**config.mk**
```make
export PLATFORM = sky130hd
export DESIGN_NAME = flash_wr_latch
export DESIGN_NICKNAME = d
export VERILOG_FILES = /design/src/rtl/flash_wr_pkg.sv /design/src/rtl/fwl_sync.sv /design/src/rtl/fwl_wr_ctl.sv /design/src/rtl/fwl_addr_latch.sv /design/src/rtl/flash_wr_latch.sv
export SDC_FILE = /design/constraint.sdc
export NUM_CORES = 1
export LEC_CHECK = 0
export BUFFER_PORTS_ARGS = -buffer_cell sky130_fd_sc_hd__buf_4
export CORE_MARGIN = 1
export CORE_UTILIZATION = 40
export DETAILED_ROUTE_END_ITERATION = 6
export PLACE_DENSITY = 0.6
export SYNTH_ARGS = -nofsm -noshare
export SYNTH_HDL_FRONTEND = slang
export SYNTH_SLANG_ARGS = --single-unit
```
**constraint.sdc**
```tcl
create_clock -name clk -period 2.6 [get_ports clk]
set_input_delay 0.26 -clock clk [delete_from_list [all_inputs] [get_ports clk]]
set_output_delay 0.26 -clock clk [all_outputs]
set_load 0.05 [all_outputs]
```
**src/rtl/flash_wr_pkg.sv**
```systemverilog
package flash_wr_pkg;

   // bit positions inside the synchronized control vector
   localparam int CB_CE  = 0;
   localparam int CB_WE  = 1;
   localparam int CB_OE  = 2;
   localparam int CB_AVD = 3;
   localparam int CB_CLK = 4;
   localparam int CTL_W  = 5;

   // idle values of the control pins (strobes high, host clock low)
   localparam logic [CTL_W-1:0] CTL_IDLE = 5'b01111;

   typedef enum logic [1:0] {
      WS_IDLE  = 2'd0,
      WS_ARMED = 2'd1,
      WS_DROP  = 2'd2
   } wr_state_e;

endpackage

```
**src/rtl/fwl_sync.sv**
```systemverilog
module fwl_sync #(
   parameter int              W       = 1,
   parameter int              STAGES  = 2,
   parameter logic [W-1:0]    RST_VAL = '0
) (
   input  logic          clk,
   input  logic          rst_n,
   input  logic [W-1:0]  d,
   output logic [W-1:0]  q
);

   logic [W-1:0] chain [STAGES];

   for (genvar g = 0; g < STAGES; g++) begin : g_stage
      if (g == 0) begin : g_first
         always_ff @(posedge clk or negedge rst_n) begin
            if (!rst_n) chain[g] <= RST_VAL;
            else        chain[g] <= d;
         end
      end else begin : g_next
         always_ff @(posedge clk or negedge rst_n) begin
            if (!rst_n) chain[g] <= RST_VAL;
            else        chain[g] <= chain[g-1];
         end
      end
   end

   assign q = chain[STAGES-1];

endmodule

```
**src/rtl/fwl_wr_ctl.sv**
```systemverilog
module fwl_wr_ctl
   import flash_wr_pkg::*;
(
   input  logic clk,
   input  logic rst_n,
   input  logic ce_n,
   input  logic we_n,
   input  logic oe_n,
   output logic load_addr,
   output logic load_data,
   output logic fire
);

   wr_state_e st_q, st_d;
   logic      sel;

   assign sel = !ce_n && !we_n;

   always_comb begin
      st_d      = st_q;
      load_addr = 1'b0;
      load_data = 1'b0;
      fire      = 1'b0;
      unique case (st_q)
         WS_IDLE: begin
            if (sel) begin
               if (oe_n) begin
                  st_d      = WS_ARMED;
                  load_addr = 1'b1;   // later falling edge reached
                  load_data = 1'b1;
               end else begin
                  st_d = WS_DROP;     // output enable low: not a write
               end
            end
         end
         WS_ARMED: begin
            if (!oe_n) begin
               st_d = WS_DROP;
            end else if (sel) begin
               load_data = 1'b1;      // keep tracking the data lines
            end else begin
               fire = 1'b1;           // first rising edge reached
               st_d = WS_IDLE;
            end
         end
         WS_DROP: begin
            if (!sel) st_d = WS_IDLE;
         end
         default: st_d = WS_IDLE;
      endcase
   end

   always_ff @(posedge clk or negedge rst_n) begin
      if (!rst_n) st_q <= WS_IDLE;
      else        st_q <= st_d;
   end

endmodule

```
**src/rtl/fwl_addr_latch.sv**
```systemverilog
module fwl_addr_latch #(
   parameter int ADDR_W  = 16,
   parameter bit SYNC_EN = 1'b1
) (
   input  logic              clk,
   input  logic              rst_n,
   input  logic              cfg_sync,
   input  logic              ce_n,
   input  logic              oe_n,
   input  logic              avd_n,
   input  logic              bclk,
   input  logic [ADDR_W-1:0] addr,
   input  logic              load_async,
   input  logic              consume,
   output logic [ADDR_W-1:0] addr_out,
   output logic              sync_hit
);

   logic [ADDR_W-1:0] async_q;

   always_ff @(posedge clk or negedge rst_n) begin
      if (!rst_n)          async_q <= '0;
      else if (load_async) async_q <= addr;
   end

   if (SYNC_EN) begin : g_sync
      logic              bclk_d;
      logic              sync_vld;
      logic [ADDR_W-1:0] sync_q;

      assign sync_hit = cfg_sync && !avd_n && !ce_n && oe_n && bclk && !bclk_d;

      always_ff @(posedge clk or negedge rst_n) begin
         if (!rst_n) begin
            bclk_d   <= 1'b0;
            sync_vld <= 1'b0;
            sync_q   <= '0;
         end else begin
            bclk_d <= bclk;
            if (sync_hit) begin
               sync_vld <= 1'b1;
               sync_q   <= addr;
            end else if (consume || ce_n) begin
               sync_vld <= 1'b0;
            end
         end
      end

      assign addr_out = sync_vld ? sync_q : async_q;
   end else begin : g_async_only
      logic unused_sync_pins;
      assign unused_sync_pins = ^{cfg_sync, ce_n, oe_n, avd_n, bclk, consume};
      assign sync_hit = 1'b0;
      assign addr_out = async_q;
   end

endmodule

```
**src/rtl/flash_wr_latch.sv**
```systemverilog
module flash_wr_latch
   import flash_wr_pkg::*;
#(
   parameter int ADDR_W      = 16,
   parameter int DATA_W      = 16,
   parameter int SYNC_STAGES = 2,
   parameter bit SYNC_EN     = 1'b1
) (
   input  logic              clk,
   input  logic              rst_n,
   input  logic              cfg_sync,
   input  logic              bus_ce_n,
   input  logic              bus_we_n,
   input  logic              bus_oe_n,
   input  logic              bus_avd_n,
   input  logic              bus_clk,
   input  logic [ADDR_W-1:0] bus_addr,
   input  logic [DATA_W-1:0] bus_data,
   output logic              wr_valid,
   output logic [ADDR_W-1:0] wr_addr,
   output logic [DATA_W-1:0] wr_data
);

   localparam int BUS_W = ADDR_W + DATA_W;

   if (ADDR_W < 1) begin : g_bad_addr_w
      $error("flash_wr_latch: ADDR_W must be at least 1");
   end
   if (DATA_W < 1) begin : g_bad_data_w
      $error("flash_wr_latch: DATA_W must be at least 1");
   end
   if (SYNC_STAGES < 2) begin : g_bad_stages
      $error("flash_wr_latch: SYNC_STAGES must be at least 2");
   end

   logic [CTL_W-1:0]  ctl_raw, ctl_s;
   logic [BUS_W-1:0]  bus_raw, bus_s;
   logic              s_ce_n, s_we_n, s_oe_n, s_avd_n, s_bclk;
   logic [ADDR_W-1:0] s_addr, addr_sel;
   logic [DATA_W-1:0] s_data, data_q;
   logic              load_addr, load_data, fire, sync_hit;

   always_comb begin
      ctl_raw         = '0;
      ctl_raw[CB_CE]  = bus_ce_n;
      ctl_raw[CB_WE]  = bus_we_n;
      ctl_raw[CB_OE]  = bus_oe_n;
      ctl_raw[CB_AVD] = bus_avd_n;
      ctl_raw[CB_CLK] = bus_clk;
   end
   assign bus_raw = {bus_addr, bus_data};

   fwl_sync #(.W(CTL_W), .STAGES(SYNC_STAGES), .RST_VAL(CTL_IDLE)) u_ctl_sync (
      .clk(clk), .rst_n(rst_n), .d(ctl_raw), .q(ctl_s));

   fwl_sync #(.W(BUS_W), .STAGES(SYNC_STAGES), .RST_VAL({BUS_W{1'b0}})) u_bus_sync (
      .clk(clk), .rst_n(rst_n), .d(bus_raw), .q(bus_s));

   assign s_ce_n  = ctl_s[CB_CE];
   assign s_we_n  = ctl_s[CB_WE];
   assign s_oe_n  = ctl_s[CB_OE];
   assign s_avd_n = ctl_s[CB_AVD];
   assign s_bclk  = ctl_s[CB_CLK];
   assign s_addr  = bus_s[BUS_W-1:DATA_W];
   assign s_data  = bus_s[DATA_W-1:0];

   fwl_wr_ctl u_ctl (
      .clk(clk), .rst_n(rst_n),
      .ce_n(s_ce_n), .we_n(s_we_n), .oe_n(s_oe_n),
      .load_addr(load_addr), .load_data(load_data), .fire(fire));

   fwl_addr_latch #(.ADDR_W(ADDR_W), .SYNC_EN(SYNC_EN)) u_addr (
      .clk(clk), .rst_n(rst_n), .cfg_sync(cfg_sync),
      .ce_n(s_ce_n), .oe_n(s_oe_n), .avd_n(s_avd_n), .bclk(s_bclk),
      .addr(s_addr), .load_async(load_addr), .consume(fire),
      .addr_out(addr_sel), .sync_hit(sync_hit));

   always_ff @(posedge clk or negedge rst_n) begin
      if (!rst_n)         data_q <= '0;
      else if (load_data) data_q <= s_data;
   end

   always_ff @(posedge clk or negedge rst_n) begin
      if (!rst_n) begin
         wr_valid <= 1'b0;
         wr_addr  <= '0;
         wr_data  <= '0;
      end else begin
         wr_valid <= fire;
         if (fire) begin
            wr_addr <= addr_sel;
            wr_data <= data_q;
         end
      end
   end

endmodule

```
# Yosys cells after proc, flatten, opt, wreduce, memory -nomap -nowiden
# Cells that the tools add are included.
[word_totals]
in_bits = 40
elab_cells = 46
reg_bits = 159
out_inout_bits = 33
[op_classes]
n_reduce_logical = 13
eq_ne = 3
muxes = 17
[ops]
columns = ["cell", "count"]
rows = [
  ["$mux W16", 1],
  ["$mux W1", 10],
  ["$mux W2", 4],
  ["$logic_and A1 B1 Y1", 6],
  ["$pmux W2 S3", 1],
  ["$logic_not A1 Y1", 4],
  ["$eq A2 B1 Y1 const B", 1],
  ["$eq A2 B2 Y1 const B", 1],
  ["$logic_not A2 Y1", 1],
  ["$ne A2 B1 Y1 const B", 1],
  ["$pmux W1 S2", 1],
  ["$reduce_bool A2 Y1", 1],
  ["$logic_or A1 B1 Y1", 1],
]

# Depth between registers and ports, before layout
# Gate-level depths: netlist of the first run.
[logic_depth]
word_depth = 8
ltp_mapped = 5
depth_no_buf = 3

# By module
# From an unflattened synthesis of the first run, not the netlist that was laid out.
[hier_totals]
cells_unflattened = 317
area_unflattened_um2 = 5763.0
[by_module_without_submodules]
columns = ["module", "instances", "seq_area_each_um2", "area_per_inst_um2", "cells_each"]
rows = [
  ["flash_wr_latch", 1, 1226.2, 2019.4, 103],
  ["fwl_sync (u_bus_sync)", 1, 1601.5, 1841.8, 96],
  ["fwl_addr_latch", 1, 850.8, 1498.9, 93],
  ["fwl_sync (u_ctl_sync)", 1, 260.2, 297.8, 15],
  ["fwl_wr_ctl", 1, 50.0, 105.1, 10],
]

# Least setup slack after synthesis of the first run
# OpenSTA, ideal clock, no wires.
[synth_timing]
kind = "flip-flop to flip-flop"
start = "register u_ctl_sync.chain, in the netlist u_ctl_sync.q[2]"
end = "register u_addr.async_q[10]"
stages_incl_launch_ff = 6
setup_time_ns = 0.127
path_buffers = 2
t_arrival_ns = 1.667
path_slack_ns = 0.806
synth_period_minus_slack_ns = 1.794
t_required_ns = 2.473
path_cell_list = "dfstp_2 nor4b_4 and2b_1 buf_4 buf_6 mux2_1"
[synth_via]
elab_chain_cells = 3
[synth_lines]
columns = ["element", "line_no", "text"]
rows = [
  ["start: declaration", "fwl_sync.sv:12", "logic [W-1:0] chain [STAGES];"],
  ["start signal: indexed assignment", "fwl_sync.sv:23", "else chain[g] <= chain[g-1];"],
  ["$mux W1", "fwl_wr_ctl.sv:27", "if (oe_n) begin"],
  ["$mux W1", "fwl_wr_ctl.sv:26", "if (sel) begin"],
  ["$mux W1", "fwl_wr_ctl.sv:24", "unique case (st_q)"],
  ["end signal: assignment", "fwl_addr_latch.sv:23", "else if (load_async) async_q <= addr;"],
  ["end: declaration", "fwl_addr_latch.sv:19", "logic [ADDR_W-1:0] async_q;"],
]
# Every way passes these cells.
# A chain may end at the register's enable or synchronous reset.

# Worst setup path in the final report of the first run
[layout_timing]
start = "register u_ctl_sync.chain, in the netlist u_ctl_sync.q[2]"
end = "register wr_data[15]"
[layout_via]
elab_chain_cells = 2
[layout_lines]
columns = ["element", "line_no", "text"]
rows = [
  ["$mux W1", "fwl_wr_ctl.sv:37", "if (!oe_n) begin"],
  ["$mux W1", "fwl_wr_ctl.sv:24", ""],
  ["end signal: assignment", "flash_wr_latch.sv:92", "wr_data <= data_q;"],
  ["end: declaration", "flash_wr_latch.sv:21", "output logic [DATA_W-1:0] wr_data"],
]
# Every way passes these cells.

==> results of run 1 <==
synth_stat cells (all sizes together):
library cell,n
nor3,1
nor2,1
nand2b,1
nand3b,1
dfrtp,151
nor2b,1
o211a,1
clkbuf,2
buf,8
a21oi,1
nor4bb,1
nor4b,1
dfstp,8
mux2,96
and2b,1
o21ai,1
inv,1
state kept, by name, indices dropped and copies added (netlist names), 16 cells and up:
register,flops
u_bus_sync.chain,32
u_addr.async_q,16
wr_addr,16
u_bus_sync.q,32
data_q,16
wr_data,16
u_addr.g_sync.sync_q,16
through the flow:
stage / hold WS, ns / worst slack, ns / instances / instance area, um2
2_1_floorplan: -0.0356 / 0.806 / 277 / 5220
3_3_place_gp: 0.318 / 0.903 / 518 / 6000
3_5_place_dp: 0.323 / 0.879 / 518 / 6000
4_1_cts: 0.349 / 0.874 / 588 / 6960
5_1_grt: 0.353 / 0.792 / 588 / 6960
6_report: 0.344 / 0.882 / 588 / 6960
repair_timing:
action	4_1_cts	5_1_grt
hold buffers	38	0
hold endpoints to repair	104	0
resized for setup	0	0
power by group:
part,switching (W),internal (W),total (W)
sequential,0.000221,0.00290,0.00312
combinational,0.000948,0.000634,0.00158
clock,0.000958,0.00141,0.00236
critical path, cell delays in order (launching register included):
cell     delay, ns
dfstp_2       0.54
nor2b_1       0.17
o211a_2       0.21
buf_4         0.30
mux2_2        0.38
cell type report:
type,count,area share [%]
Clock buffer,22,6.81
Clock inverter,10,1.51
Inverter,1,0.0539
Multi-Input combinational cell,107,16.8
Sequential cell,159,57.3
Tap cell,172,3.09
Timing Repair Buffer,117,14.4
logic make-up after synthesis:
| kind of cell | share of synthesized area [%] |
|---|---|
| buffers and inverters | 1.15 |
| AO/OA/AOI/OAI | 0.383 |
| multiplexers | 20.7 |
| flip-flops | 76.4 |
| AND/OR/NAND/NOR | 1.34 |
routing by layer:
metal,wire length (um),part of all wire [%],global-route usage [%],vias up
li1,-,-,-,1209
met1,3740,45,17.5,1351
met2,4070,49,22.8,56
met3,401,4.8,5.86,16
met4,157,1.9,6.92,0
met5,0,0,0,-
layout by cell type (no fill, tap or decap), types with 3 or more instances in the layout:
cell type and n:
dfrtp_1 151, mux2_2 86, buf_4 76, dlygate4sd3_1 38, clkbuf_16 17, mux2_1 10, dfstp_2 8, clkinv_4 6
clkbuf_8 3
final timing paths:
| check | slack (ns) | from | end | cells past startpoint |
|---|---|---|---|---|
| max | 0.88 | u_ctl_sync.q[2] | wr_data[15] | 4 |
| max in group asynchronous | 1.45 | rst_n | u_ctl_sync.chain[7] | 3 |
| min in group asynchronous | 0.42 | rst_n | u_bus_sync.q[20] | 2 |
| max reg2reg | 0.88 | u_ctl_sync.q[2] | wr_data[15] | 4 |
| min | 0.34 | u_bus_sync.chain[34] | u_bus_sync.q[2] | 0 |
| min reg2reg | 0.34 | u_bus_sync.chain[34] | u_bus_sync.q[2] | 0 |
==> metrics.md, run 1 <==
| Metric | Value |
|---|---|
| Fillers | 1054 |
| Layout area overhead | 33.3% |
| Initial DRC Count | 87 |
| Clock Latency Late Sink | 0.42 ns |
| Root buf cell | clkbuf_16 |
| Initial antenna violation count | 0 |
| Routed WL | 8360 um |
| Worst min path class | register to register |
| Main area contributors after synthesis | dfrtp_1 72%, mux2_2 19%, dfstp_2 4.0%, mux2_1 2.2%, buf_2 0.58% |
| Routability cong. | 0.677 |
| Total chip power | 0.00707 W |
| Area of the multi-input gates | 0.00117 mm2 |
| Final ANT Viol Nets | 0 |
| CORE AREA | 0.0127 mm2 |
| Setup Fix Bufs, Post-CTS | 0 |
| Max VDD drop | 569 uV |
| Antenna Cells | 0 |
| Congestion Overflow GR | 0 |
| CP required | 2.90 ns |
| IO Count | 73 |
| Share of cells above drive strength 1 | 49.3% |
| Unique masters post-synth | 20 |
| Yosys top cell area share | 72.4% |
| Syn Area/Cell | 18.8 um2 |
| WS Path Type | register to register |
| Clock-pin slew on the worst setup and hold paths | 0.06 ns |
| MaxCap Viol Count | 0 |
| H-tree levels | 4 |
| Total negative slack | 0 ns |
| Utilization after layout | 54.9% |
| Slew HR | 48.4% |
| Starting density of the core | 41.2% |
| RSZ-0062 raised after global routing | false |
| Post-synthesis sequential area ratio | 76.4% |
| Row count | 41 |
| Static Leak | 3.18 nW |
| Syn_nets | 317 |
| Period minus WS final | 1.72 ns |
| CTS sink count | 159 |
| Final #Nets | 443 |
| Drc violations | 0 |
| Crit path DAT | 2.02 ns |
| Status | finished clean |
| Number of global-route vias before repair | 2815 |
| #FFs+latches synth | 159 |
| Period utilization | 66.1% |
| Pwr dens | 1020 mW/mm2 |
| Largest area contributor in the netlist | dfrtp_1 |
| DP HPWL | 4880 um |
| Total track usage | 14.5% |
| Pin count of the biggest net entering global routing | 72 |
| CP Max Fanout | 20 |
| Clock skew | 0.00625 ns |
| Setup Viol. Count Final | 0 |
| Routed WL per cell | 14.2 um |
| Post-synthesis cell count | 277 |
| Total vias in the final route | 2632 |
| Via/cell ratio | 4.48 |
| Die area | 0.0135 mm2 |
| Seq. cell area | 0.00399 mm2 |
| Yosys warns | 0 |
| Die Y-Extent | 116 um |
| First-pass GRT wire length | 14100 um |
| Crit start category | register |
| Die X | 116 um |
| CTS max path bufs | 2 |
| Crit. End Element | register |
| Mapped Area | 0.00522 mm2 |
| Buffers on Ports | 72 |
| CTS buffer count | 17 |
| Pins Over Slew Limit | 0 |
| Final Hold Fails | 0 |
| Least-Margin Pin Slew | 0.774 ns |
| CTS tree | done |
| Pre-Repair DR Iteration Count | 3 |
| Peak Freq | 582 MHz |
Note: power is estimated with default switching activity, not from simulation.
==> inputs of run 2 (changes only) <==
- clock period: 2.6 -> 1.65 ns (I/O delays scaled with it)
==> metrics.md, run 2 (synthesis results as in run 1) <==
| Metric | Value |
|---|---|
| Period utilization | 98.0% |
| WS Path Type | register to register |
| Most frequent cells in the layout | 151 x dfrtp_1, 86 x mux2_2, 75 x buf_4, 38 x dlygate4sd3_1, 18 x clkbuf_16 |
| Total track usage | 14.1% |
| Non-filler instance count after layout | 593 |
| Pin count of the biggest net entering global routing | 46 |
| Worst setup slack after layout | 0.0325 ns |
| Worst setup path end | wr_addr[11] |
| Total negative slack | 0 ns |
| Clock skew | 0.00753 ns |
| Worst min path class | primary input to asynchronous set/reset pin |
| Slew HR | 71.3% |
| Share of cells above drive strength 1 | 51.1% |
| Starting density of the core | 41.2% |
| Status | finished clean |
| CP required | 1.94 ns |
| Number of global-route vias before repair | 2786 |
| CTS buffer count | 17 |
| Die Y-Extent | 116 um |
| CTS tree | done |
| Routed WL per cell | 14.4 um |
| Drc violations | 0 |
| Worst Setup SP | u_ctl_sync.q[2] |
| Die X | 116 um |
| Antenna Cells | 0 |
| Row count | 41 |
| Crit path DAT | 1.91 ns |
| Pre-Repair DR Iteration Count | 4 |
| Die area | 0.0135 mm2 |
| Fillers | 1017 |
| Worst r2r dst | wr_addr[11] |
| Buffers on Ports | 72 |
| First-pass GRT wire length | 13800 um |
| Busiest layer in global routing | met2 |
| Crit. End Element | register |
| Commonest non-fill, non-tap cell in the layout | dfrtp_1 |
| Routed WL | 8550 um |
| Static Leak | 3.25 nW |
| Flop2flop setup slack | 0.03 ns |
| Max VDD drop | 1020 uV |
| Final Hold Fails | 0 |
| Dpl cells | 522 |
| Via/cell ratio | 4.48 |
| Worst R2R Path Depth | 4 |
| Crit start category | register |
| Met3 Use GR | 5.76% |
| CTS sink count | 159 |
| Clock Latency Late Sink | 0.41 ns |
| Routability cong. | 0.674 |
| Pwr dens | 1610 mW/mm2 |
| IO Count | 73 |
| CTS max path bufs | 2 |
| M1 GR Usage | 17.1% |
| Root buf cell | clkbuf_16 |
| Congestion Overflow GR | 0 |
| Met2 usage in global routing | 22.3% |
| CORE AREA | 0.0127 mm2 |
| CP Max Fanout | 12 |
| Layout area overhead | 36.8% |
| Utilization after layout | 56.4% |
| DP HPWL | 5260 um |
| Clock-pin slew on the worst setup and hold paths | 0.06 ns |
| Final #Nets | 448 |
| Area after DPL | 0.00609 mm2 |
| Period minus WS final | 1.62 ns |
| Least-Margin Pin Slew | 0.431 ns |
| Setup Viol. Count Final | 0 |
| Initial antenna violation count | 0 |
| Final Cell Area | 0.00714 mm2 |
| Pins Over Slew Limit | 0 |
| Peak Freq | 618 MHz |
| Final ANT Viol Nets | 0 |
| MaxCap Viol Count | 0 |
| Crit Reg-Reg Startpoint | u_ctl_sync.q[2] |
| RSZ-0062 raised after global routing | true |
| Worst slack, placed | 0.0294 ns |
| H-tree levels | 4 |
| Total vias in the final route | 2657 |
| Initial DRC Count | 103 |
-- run 2: cell count changes in the layout (fill, tap and decap cells not counted), moves of 2 or more --
| cell | before | now |
|---|---|---|
| buf_12 | 2 | 6 |
| bufinv_16 | 1 | 4 |
| clkinv_4 | 6 | 3 |
| clkinvlp_4 | 0 | 3 |
| clkbuf_8 | 3 | 1 |
| mux2_1 | 10 | 8 |
| mux2_4 | 0 | 2 |
-- run 2: per-layer routing --
| layer | up-vias | wire length (um) |
|---|---|---|
| met5 | - | 0 |
| met3 | 7 | 379 |
| met2 | 58 | 4330 |
| met4 | 0 | 79 |
| li1 | 1214 | - |
| met1 | 1378 | 3760 |
-- run 2: worst min path at each step --
stage	depth (start not counted)	from	endpoint	slack, ns
2_1_floorplan	0	rst_n	data_q[0]	-0.13
3_3_place_gp	1	rst_n	u_addr.async_q[2]	0.12
3_5_place_dp	1	rst_n	u_bus_sync.chain[50]	0.12
4_1_cts	2	rst_n	u_bus_sync.q[18]	0.25
5_1_grt	2	rst_n	u_addr.async_q[2]	0.28
6_report	2	rst_n	u_bus_sync.q[18]	0.25
-- run 2: final cells by class --
cell class / count / area, um2 / area share [%]
clock inverter: 13 / 188 / 2.63
timing repair buffer: 122 / 1110 / 15.6
inverter: 1 / 3.75 / 0.0525
multi-input combinational: 107 / 1190 / 16.7
tap: 172 / 215 / 3.01
clock buffer: 19 / 443 / 6.20
sequential: 159 / 3990 / 55.8
-- run 2: through the flow --
stage | hold slack (ns) | total power (W)
global route | 0.280 | 0.0120
global placement | 0.117 | 0.00742
CTS | 0.251 | 0.0117
floorplan | -0.131 | 0.00659
finish | 0.254 | 0.0115
detailed placement | 0.121 | 0.00749
-- run 2: power breakdown --
| part | internal [W] | total (W) | switching, W |
|---|---|---|---|
| logic | 0.00102 | 0.00253 | 0.00150 |
| clock network | 0.00258 | 0.00406 | 0.00149 |
| registers | 0.00457 | 0.00493 | 0.000360 |
| total | 0.00817 | 0.0115 | 0.00335 |
-- run 2: timing repair --
| item | in CTS | in global routing |
|---|---|---|
| hold buffers | 38 | 0 |
| setup endpoints to repair | 0 | 43 |
| setup buffers | 0 | 0 |
| hold endpoints to repair | 73 | 0 |
| gates resized for setup | 0 | 4 |
-- run 2: worst max-delay path, stage by stage (launching register included) --
cell,delay (ns)
dfstp_2,0.54
nor2b_1,0.21
o211a_4,0.23
clkbuf_16,0.18
mux2_2,0.33
